[config.mk]
export PLATFORM = sky130hd
export DESIGN_NAME = enc_glitch_filter
export DESIGN_NICKNAME = d
export VERILOG_FILES = /design/src/rtl/enc_glitch_filter_pkg.sv /design/src/rtl/egf_sync.sv /design/src/rtl/egf_vote.sv /design/src/rtl/enc_glitch_filter.sv
export SDC_FILE = /design/constraint.sdc
export NUM_CORES = 1
export LEC_CHECK = 0
export ABC_CLOCK_PERIOD_IN_PS = 1800
export BUFFER_PORTS_ARGS = -buffer_cell sky130_fd_sc_hd__buf_2
export CAP_MARGIN = 5
export CORE_AREA = 2 2 39 41
export DETAILED_ROUTE_END_ITERATION = 10
export DIE_AREA = 0 0 41 43
export PLACE_DENSITY = 0.7
export SYNTH_ARGS = -nofsm -noshare
export SYNTH_HDL_FRONTEND = slang
export SYNTH_SLANG_ARGS = --single-unit
[constraint.sdc]
create_clock -name clk -period 1.8 [get_ports clk]
set_clock_uncertainty 0.05 [all_clocks]
set_input_delay 0.36 -clock clk [delete_from_list [all_inputs] [get_ports clk]]
set_output_delay 0.36 -clock clk [all_outputs]
set_load 0.005 [all_outputs]
[src/rtl/enc_glitch_filter_pkg.sv]
package enc_glitch_filter_pkg;

   // Line positions inside the packed line vector
   localparam int unsigned LINE_A   = 0;
   localparam int unsigned LINE_B   = 1;
   localparam int unsigned LINE_IDX = 2;
   localparam int unsigned N_LINES  = 3;

   typedef logic [N_LINES-1:0] line_vec_t;

   // Fixed two-of-three vote
   function automatic logic vote3(input logic [2:0] s);
      return (s[0] & s[1]) | (s[1] & s[2]) | (s[0] & s[2]);
   endfunction

endpackage

[src/rtl/egf_sync.sv]
module egf_sync #(
   parameter int unsigned STAGES = 2
) (
   input  logic clk,
   input  logic rst_n,
   input  logic din,
   output logic dout
);

   if (STAGES < 2) begin : g_bad_stages
      $error("egf_sync: STAGES must be at least 2");
   end

   logic [STAGES-1:0] chain;

   always_ff @(posedge clk or negedge rst_n) begin
      if (!rst_n) chain <= '0;
      else        chain <= {chain[STAGES-2:0], din};
   end

   assign dout = chain[STAGES-1];

   // each flop of the chain takes its neighbour's value one edge later
   p_first_stage_r2: assert property (@(posedge clk) disable iff (!rst_n)
      rst_n |=> chain[0] == $past(din));

   for (genvar i = 1; i < STAGES; i++) begin : g_stage_chk
      p_stage_r2: assert property (@(posedge clk) disable iff (!rst_n)
         rst_n |=> chain[i] == $past(chain[i-1]));
   end

endmodule

[src/rtl/egf_vote.sv]
module egf_vote
   import enc_glitch_filter_pkg::*;
#(
   parameter int unsigned DEPTH = 3
) (
   input  logic clk,
   input  logic rst_n,
   input  logic smp_en,
   input  logic din,
   output logic vote
);

   if (DEPTH < 3 || (DEPTH % 2) == 0) begin : g_bad_depth
      $error("egf_vote: DEPTH must be odd and at least 3");
   end

   localparam int unsigned CW   = $clog2(DEPTH + 1);
   localparam int unsigned HALF = DEPTH / 2;

   logic [DEPTH-1:0] hist;

   always_ff @(posedge clk or negedge rst_n) begin
      if (!rst_n)      hist <= '0;
      else if (smp_en) hist <= {hist[DEPTH-2:0], din};
   end

   if (DEPTH == 3) begin : g_vote3
      assign vote = vote3(hist);
   end else begin : g_vote_count
      logic [CW-1:0] ones;
      always_comb begin
         ones = '0;
         for (int i = 0; i < DEPTH; i++) ones = ones + CW'(hist[i]);
      end
      assign vote = (ones > CW'(HALF));
   end

   // no enable, no change in history or vote
   p_hold_r3: assert property (@(posedge clk) disable iff (!rst_n)
      !smp_en |=> $stable(hist) && $stable(vote));

   // an enabled edge loads the synchronized value as newest sample
   p_newest_r4: assert property (@(posedge clk) disable iff (!rst_n)
      smp_en |=> hist[0] == $past(din));

   // if the older retained samples agree, one new sample cannot flip the vote
   p_glitch_reject_r6: assert property (@(posedge clk) disable iff (!rst_n)
      (smp_en && ((&hist[DEPTH-2:0]) || !(|hist[DEPTH-2:0])))
         |=> vote == $past(hist[0]));

endmodule

[src/rtl/enc_glitch_filter.sv]
module enc_glitch_filter
   import enc_glitch_filter_pkg::*;
#(
   parameter int unsigned SYNC_STAGES = 2,
   parameter int unsigned VOTE_DEPTH  = 3
) (
   input  logic clk,
   input  logic rst_n,
   input  logic raw_a,
   input  logic raw_b,
   input  logic raw_idx,
   input  logic smp_en,
   input  logic bypass,
   output logic flt_a,
   output logic flt_b,
   output logic flt_idx
);

   line_vec_t raw_v, sync_v, vote_v, out_v;

   assign raw_v[LINE_A]   = raw_a;
   assign raw_v[LINE_B]   = raw_b;
   assign raw_v[LINE_IDX] = raw_idx;

   for (genvar l = 0; l < N_LINES; l++) begin : g_line
      egf_sync #(.STAGES(SYNC_STAGES)) u_sync (
         .clk  (clk),
         .rst_n(rst_n),
         .din  (raw_v[l]),
         .dout (sync_v[l])
      );

      egf_vote #(.DEPTH(VOTE_DEPTH)) u_vote (
         .clk   (clk),
         .rst_n (rst_n),
         .smp_en(smp_en),
         .din   (sync_v[l]),
         .vote  (vote_v[l])
      );
   end

   assign out_v   = bypass ? sync_v : vote_v;
   assign flt_a   = out_v[LINE_A];
   assign flt_b   = out_v[LINE_B];
   assign flt_idx = out_v[LINE_IDX];

   // outputs are low in the first cycle after reset release
   p_reset_low_r1: assert property (@(posedge clk)
      $rose(rst_n) |-> out_v == '0);

   // with the filter active and no enable, outputs hold
   p_out_hold_r3: assert property (@(posedge clk) disable iff (!rst_n)
      (!smp_en && !bypass) |=> (!bypass -> $stable(out_v)));

endmodule

# ---- Word level (Yosys, flattened, before mapping)
# Cells that the tools add are included.
dict set report word_totals {
  ram_bits 0
  memories 0
  latchBits 0
  inputBits 7
  out_inout_bits 3
  reg_bits 15
  word_cells 22
  rom_bits 0
}
dict set report op_classes {
  div 0
  n_mul 0
  magnitude_cmp 0
  bitwise_logic 15
  n_eq_ne 0
  shift 0
  mux 1
  add_sub_neg 0
  reduce_logical 0
}
# cell n
set op_table {}
lappend op_table {{1-bit bitwise AND} 9}
lappend op_table {{1-bit OR} 6}
lappend op_table {{3-bit two-way mux} 1}

# ---- Logic depth before layout (Yosys ltp)
# Gate-level depths: netlist of the first run.
dict set report logic_depth {
  ltp_word 4
  mapped_depth 2
  depth_no_buf 2
}

# ---- Modules after synthesis
# From an unflattened synthesis of the first run, not the netlist that was laid out.
dict set report unflattened {
  cells_unflattened 30
  area_unflattened_um2 544.3
}
# module seq_area_each_um2 n_inst cells_per_inst area_per_inst_um2
set by_module_without_submodules {}
lappend by_module_without_submodules {egf_vote 75.1 3 7 120.1}
lappend by_module_without_submodules {egf_sync 50.0 3 2 50.0}
lappend by_module_without_submodules {enc_glitch_filter 0.0 1 3 33.8}

# ---- Least setup slack after synthesis of the first run
# OpenSTA, ideal clock, no wires.
dict set report synth_timing {
  path_kind {register -> output}
  start {register g_line[0].u_vote.hist[0]}
  end {output port flt_a}
  setup_slack_ns 0.706
  required_ns 1.390
  arrival_time_ns 0.684
  stages_incl_launch_ff 3
  cell_sequence {dfrtp_1 > a21oi_1 > o31ai_1}
}
dict set report synth_via {
  elab_chain_cells 4
  elab_cells_between_ends 5
  cone_classes {mux: 1; bitwise: 4}
}
# item line_no
set synth_rtl {}
lappend synth_rtl {{start, declared} egf_vote.sv:20} ;# logic [DEPTH-1:0] hist;
lappend synth_rtl {{start signal, assigned} egf_vote.sv:24} ;# else if (smp_en) hist <= {hist[DEPTH-2:0], din};
lappend synth_rtl {{1-bit bitwise AND} enc_glitch_filter_pkg.sv:13} ;# return (s[0] & s[1]) | (s[1] & s[2]) | (s[0] & s[2]);
lappend synth_rtl {{1-bit OR} enc_glitch_filter_pkg.sv:13}
lappend synth_rtl {{1-bit OR (*)} enc_glitch_filter_pkg.sv:13}
lappend synth_rtl {{3-bit two-way mux (*)} enc_glitch_filter.sv:42} ;# assign out_v = bypass ? sync_v : vote_v;
lappend synth_rtl {{end, declared} enc_glitch_filter.sv:14} ;# output logic flt_a,
# Every way passes the cells marked *; elsewhere a longest branch is shown, timed or not.

# ---- Final worst setup path of the first run
dict set report layout_timing {
  start {register g_line[1].u_vote.hist[1]}
  end {output port flt_b}
}
dict set report layout_via {
  elab_chain_cells 4
  elab_cells_between_ends 5
  cone_classes {mux: 1; bitwise: 4}
}
# item line_no
set layout_rtl {}
lappend layout_rtl {{start, declared} egf_vote.sv:20}
lappend layout_rtl {{start signal, assigned} egf_vote.sv:24}
lappend layout_rtl {{1-bit bitwise AND} enc_glitch_filter_pkg.sv:13}
lappend layout_rtl {{1-bit OR (*) (2 in a row)} enc_glitch_filter_pkg.sv:13}
lappend layout_rtl {{3-bit two-way mux (*)} enc_glitch_filter.sv:42}
lappend layout_rtl {{end, declared} enc_glitch_filter.sv:15} ;# output logic flt_b,
# Marks and branches as above.

==> results of run 1 <==
-- critical path, stage by stage (launching register included) --
cell and delay [ns]:
dfrtp_1 0.40, a21oi_1 0.09, o31ai_1 0.25, buf_2 0.16
-- repair_timing --
action / CTS / global route
hold buffers: 1 / 0
setup buffers: 0 / 0
endpoints found under the hold margin: 15 / 0
-- final cells by class --
cell class / count / share of cell area, %
tap: 16 / 2.98
multi-input combinational: 21 / 29.1
timing repair buffer: 10 / 8.19
clock buffer: 4 / 3.91
sequential: 15 / 55.9
-- state kept, by name (all words and copies together) (netlist names) --
signal,count
g_line.u_sync.chain,6
g_line.u_vote.hist,9
-- logic make-up (layout without fill, tap and decap cells) --
kind of cell	count (synthesis)	after routing	synth area share (%)
mux	9	9	23.2
flops	15	15	64.5
compound gates	6	6	6.45
buf+inv	1	14	1.94
simple gates	6	6	3.87
-- final timing paths --
kind                                                        end  slack, ns                                 start
setup / recovery                                          flt_b       0.21  g_line[1].u_vote.hist[1]$_DFFE_PN0P_
hold / removal              g_line[1].u_sync.chain[0]$_DFF_PN0_       0.14                                 raw_b
setup reg to reg           g_line[2].u_vote.hist[1]$_DFFE_PN0P_       0.94  g_line[2].u_vote.hist[1]$_DFFE_PN0P_
hold reg to reg             g_line[1].u_sync.chain[1]$_DFF_PN0_       0.30   g_line[1].u_sync.chain[0]$_DFF_PN0_
max in group asynchronous   g_line[0].u_sync.chain[0]$_DFF_PN0_       0.99                                 rst_n
min in group asynchronous  g_line[2].u_vote.hist[2]$_DFFE_PN0P_       0.45                                 rst_n
-- power breakdown --
group | switching, mW | leakage, nW | internal, mW
Combinational | 0.0356 | 0.138 | 0.0648
Sequential | 0.0284 | 0.175 | 0.374
Clock | 0.0955 | 0.0150 | 0.0859
-- stage by stage --
stage	worst slack, ns	hold WS [ns]	instance area [um^2]	instances	total power, mW
finish	0.213	0.141	672	66	0.684
detailed placement	0.473	0.224	636	61	0.508
floorplan	0.706	0.0144	582	37	0.474
CTS	0.204	0.131	672	66	0.692
global placement	0.486	0.226	636	61	0.504
global route	0.142	0.112	672	66	0.730
-- routing by layer --
| layer | track usage, % | wire, um | up-vias |
|---|---|---|---|
| met2 | 15.0 | 349 | 9 |
| met4 | 4.00 | 0 | 0 |
| li1 | - | - | 155 |
| met3 | 9.42 | 57 | 0 |
| met5 | 0 | 0 | - |
| met1 | 16.4 | 389 | 152 |
-- cells in the final DEF (no fill, tap or decap) --
cell and n:
a21oi_1 3, buf_2 9, clkbuf_1 1, clkbuf_4 3
dfrtp_1 15, dlygate4sd3_1 1, mux2_4 9, nand2_1 3
nor2_1 3, o31ai_1 3
==> impl_metrics.toml, run 1 <==
[sta]
worst_pin_slew_ns = 0.334
hold_viol_final = 0
fin_tns_setup_ns = 0
rsz0062_at_grt = "false"
relSlewSlack_pct = 77.7
slew_violations = 0
setup_viol = 0
max_freq_mhz = 630
fin_crit_ns = 1.59
min_period_over_period_pct = 88.2

[power_and_ir_drop]
p_leak_nw = 0.328
p_per_area_nw_per_um2 = 1020
ir_drop_v = 0.000637

[global_routing]
track_usage_pct = 12.3
first_global_vias = 304
grt_pass1_wl_mm = 1.34
grt_max_degree = 16
grt_overflow_total = 0
antenna_found_initial = 0

[final_layout]
ff_latch_area_um2 = 375
drive_gt1_share_pct = 42.0
fillers = 122
final_nets = 58
diodes = 0
area_growth_pct = 15.5
multiInputGateArea_um2 = 195
post-route-util_pct = 48.6

[status]
outcome = "complete, no violations"

[drt]
wl_per_cell_um = 12.1
wl_um = 797
vias_per_cell = 4.79
drc = 0
first_iter_violations = 6
drtPass1Iterations = 4
drtAntennaViolNets = 0
vias = 316

[synthesis]
ys_top_cells_by_count = "dfrtp_1, mux2_4"
synth.most_common_cell = "dfrtp_1"
synth_seq_area_share_pct = 64.5
async_flop_share_pct = 100
syn_nets = 44
synth_area_leaders = "dfrtp_1, mux2_4, o31ai_1, a21oi_1, buf_6"
netlist_area_um2 = 582
ys.warnings.count = 0
synth-edff-count = 0
syn_avg_cell_area_um2 = 15.7
yosysUniqueCellTypes = 7
ys.flop_type = "dfrtp_1"
syn-instance-count = 37
synth_top_cell_by_area = "dfrtp_1"
synth-seq-cells = 15
synth_top_area_share_pct = 64.5

[clock_network]
cts_sinks = 15
cts_tree = "built"
cts_buffer_depth = 2
clk_pin_slew_ns = 0.08
cts_resized = 0
h-tree-depth = 1
numCtsBuffers = 3
clk_latency_ns = 0.28
cts_root_buf = "clkbuf_4"

[placed_design]
io_buffers = 9
globalplace.congestion = 0.727
dpl.hpwl_um = 562

[worst_setup_path]
path_max_fanout = 4
cp.required_ns = 1.39
setup.worst_path.class = "flop to primary output"
worst_setup_path_end_kind = "primary output"
cp-start-kind = "flop"
arrival_ns = 1.18
reg2regPathDepth = 1

[hold_path]
min_path_cells = 1
hold_class = "input port to flop"

[floorplan]
die_w_um = 41
die_y_um = 43
initial_core_util_pct = 42.0
floorplan.io_pins = 10
core_um2 = 1380
num_rows = 14
dieArea_um2 = 1760

[run]
cap_violations = 0
Power figures use the tool's default switching activity.
==> run 2: changes to the inputs <==
PLACE_DENSITY = not set   (was 0.7)
==> impl_metrics.toml, run 2 (synthesis gave the netlist of run 1 again) <==
[status]
outcome = "complete, no violations"

[power_and_ir_drop]
ir_drop_v = 0.000498
p_total_uw = 688
p_per_area_nw_per_um2 = 1020
p_leak_nw = 0.328

[floorplan]
dieArea_um2 = 1760
num_rows = 14
die_y_um = 43
die_w_um = 41
floorplan.io_pins = 10
core_um2 = 1380
initial_core_util_pct = 42.0

[drt]
drtPass1Iterations = 4
wl_um = 860
vias_per_cell = 4.91
drc = 0
first_iter_violations = 6
wl_per_cell_um = 13.0
vias = 324
drtAntennaViolNets = 0

[sta]
fin_ws_ns = 0.241
fin_crit_ns = 1.56
min_period_over_period_pct = 86.6
fin_tns_setup_ns = 0
relSlewSlack_pct = 78.8
rsz0062_at_grt = "false"
worst_pin_slew_ns = 0.317
max_freq_mhz = 642
hold_viol_final = 0
fin_hold_ws_ns = 0.136
setup_viol = 0
slew_violations = 0

[worst_setup_path]
path_max_fanout = 4
cp-start-kind = "flop"
startpoint = "g_line[2].u_vote.hist[1]$_DFFE_PN0P_"
worst_setup_path_end_kind = "primary output"
arrival_ns = 1.15
cpPeakStageDelay_ns = 0.41
path_cells = "a21oi_1 -> o31ai_1 -> buf_2"
cp_slowest_cell = "dfrtp_1"
cp.required_ns = 1.39
reg2reg_from = "g_line[0].u_vote.hist[1]$_DFFE_PN0P_"
setup.worst_path.class = "flop to primary output"

[clock_network]
post-cts-setup-buffers = 0
h-tree-depth = 1
cts_sinks = 15
clk_pin_slew_ns = 0.08
cts_resized = 0
numCtsBuffers = 3
cts_root_buf = "clkbuf_4"
cts_buffer_depth = 2
cts_tree = "built"
clk_latency_ns = 0.27

[final_layout]
drive_gt1_share_pct = 42.0
reg_top3 = "g_line.u_vote.hist x9, g_line.u_sync.chain x6"
layout_commonest_cell = "dfrtp_1"
layout_common_cells = "dfrtp_1, mux2_4, buf_2"
post-route-cell-area_um2 = 672
area_growth_pct = 15.5
finalNonFillerCells = 66
post-route-util_pct = 48.6
regMostFlops = "g_line.u_vote.hist"
diodes = 0
final_nets = 58
largest_reg_flops = 9

[global_routing]
track_usage_pct = 13.3
grt_overflow_total = 0
antenna_found_initial = 0
first_global_vias = 370
grt_pass1_wl_mm = 1.57
grt_max_degree = 16

[placed_design]
dp.cells = 61
globalplace.congestion = 0.654
dpl.hpwl_um = 621
io_buffers = 9
dpl_cell_area_um2 = 636
dpl_worst_slack_ns = 0.496

[hold_path]
hold_class = "input port to flop"
min-delay-start = "raw_a"

[run]
cap_violations = 0
[run 2: cell counts in the layout (fill, tap and decap cells not counted)]
Identical to the previous run, type by type.
[run 2: cell type report]
cell class,count,area [um^2]
sequential,15,375
timing repair buffer,10,55.1
tap,16,20.0
clock buffer,4,26.3
fill,125,712
multi-input combinational,21,195
[run 2: worst max-delay path: cells and delay by family (launching register included)]
family,cells,cell delay (ns)
AOI/OAI and AO/OA,2,0.32
buffers and inverters,1,0.16
DFF,1,0.41
[run 2: repair_timing]
| item | 4_1_cts | 5_1_grt |
|---|---|---|
| endpoints found under the hold margin | 15 | 0 |
| endpoints found under the setup margin | 0 | 0 |
| hold buffers | 1 | 0 |
[run 2: per-layer routing]
metal  vias to the layer above  wire, um  global-route usage, %
met4                         0         0                   6.00
met5                         -         0                      0
met2                         9       421                   20.0
li1                        155         -                      -
met3                         0        56                   3.14
met1                       160       382                   17.5
[run 2: path summary, 6_finish.rpt]
kind | endpoint | slack (ns) | cells past startpoint
min | g_line[0].u_sync.chain[0]$_DFF_PN0_ | 0.14 | 1
max in group asynchronous | g_line[2].u_vote.hist[0]$_DFFE_PN0P_ | 1.01 | 2
min in group asynchronous | g_line[1].u_vote.hist[1]$_DFFE_PN0P_ | 0.46 | 2
max reg2reg | g_line[0].u_vote.hist[1]$_DFFE_PN0P_ | 0.94 | 1
min reg2reg | g_line[0].u_sync.chain[1]$_DFF_PN0_ | 0.30 | 0
max | flt_idx | 0.24 | 3
[run 2: report_power, final]
part / total, mW / switching, mW / leakage [nW] / internal [mW]
combinational: 0.101 / 0.0361 / 0.138 / 0.0648
sequential: 0.404 / 0.0300 / 0.175 / 0.374
clock: 0.184 / 0.0979 / 0.0150 / 0.0858
total: 0.688 / 0.164 / 0.328 / 0.524
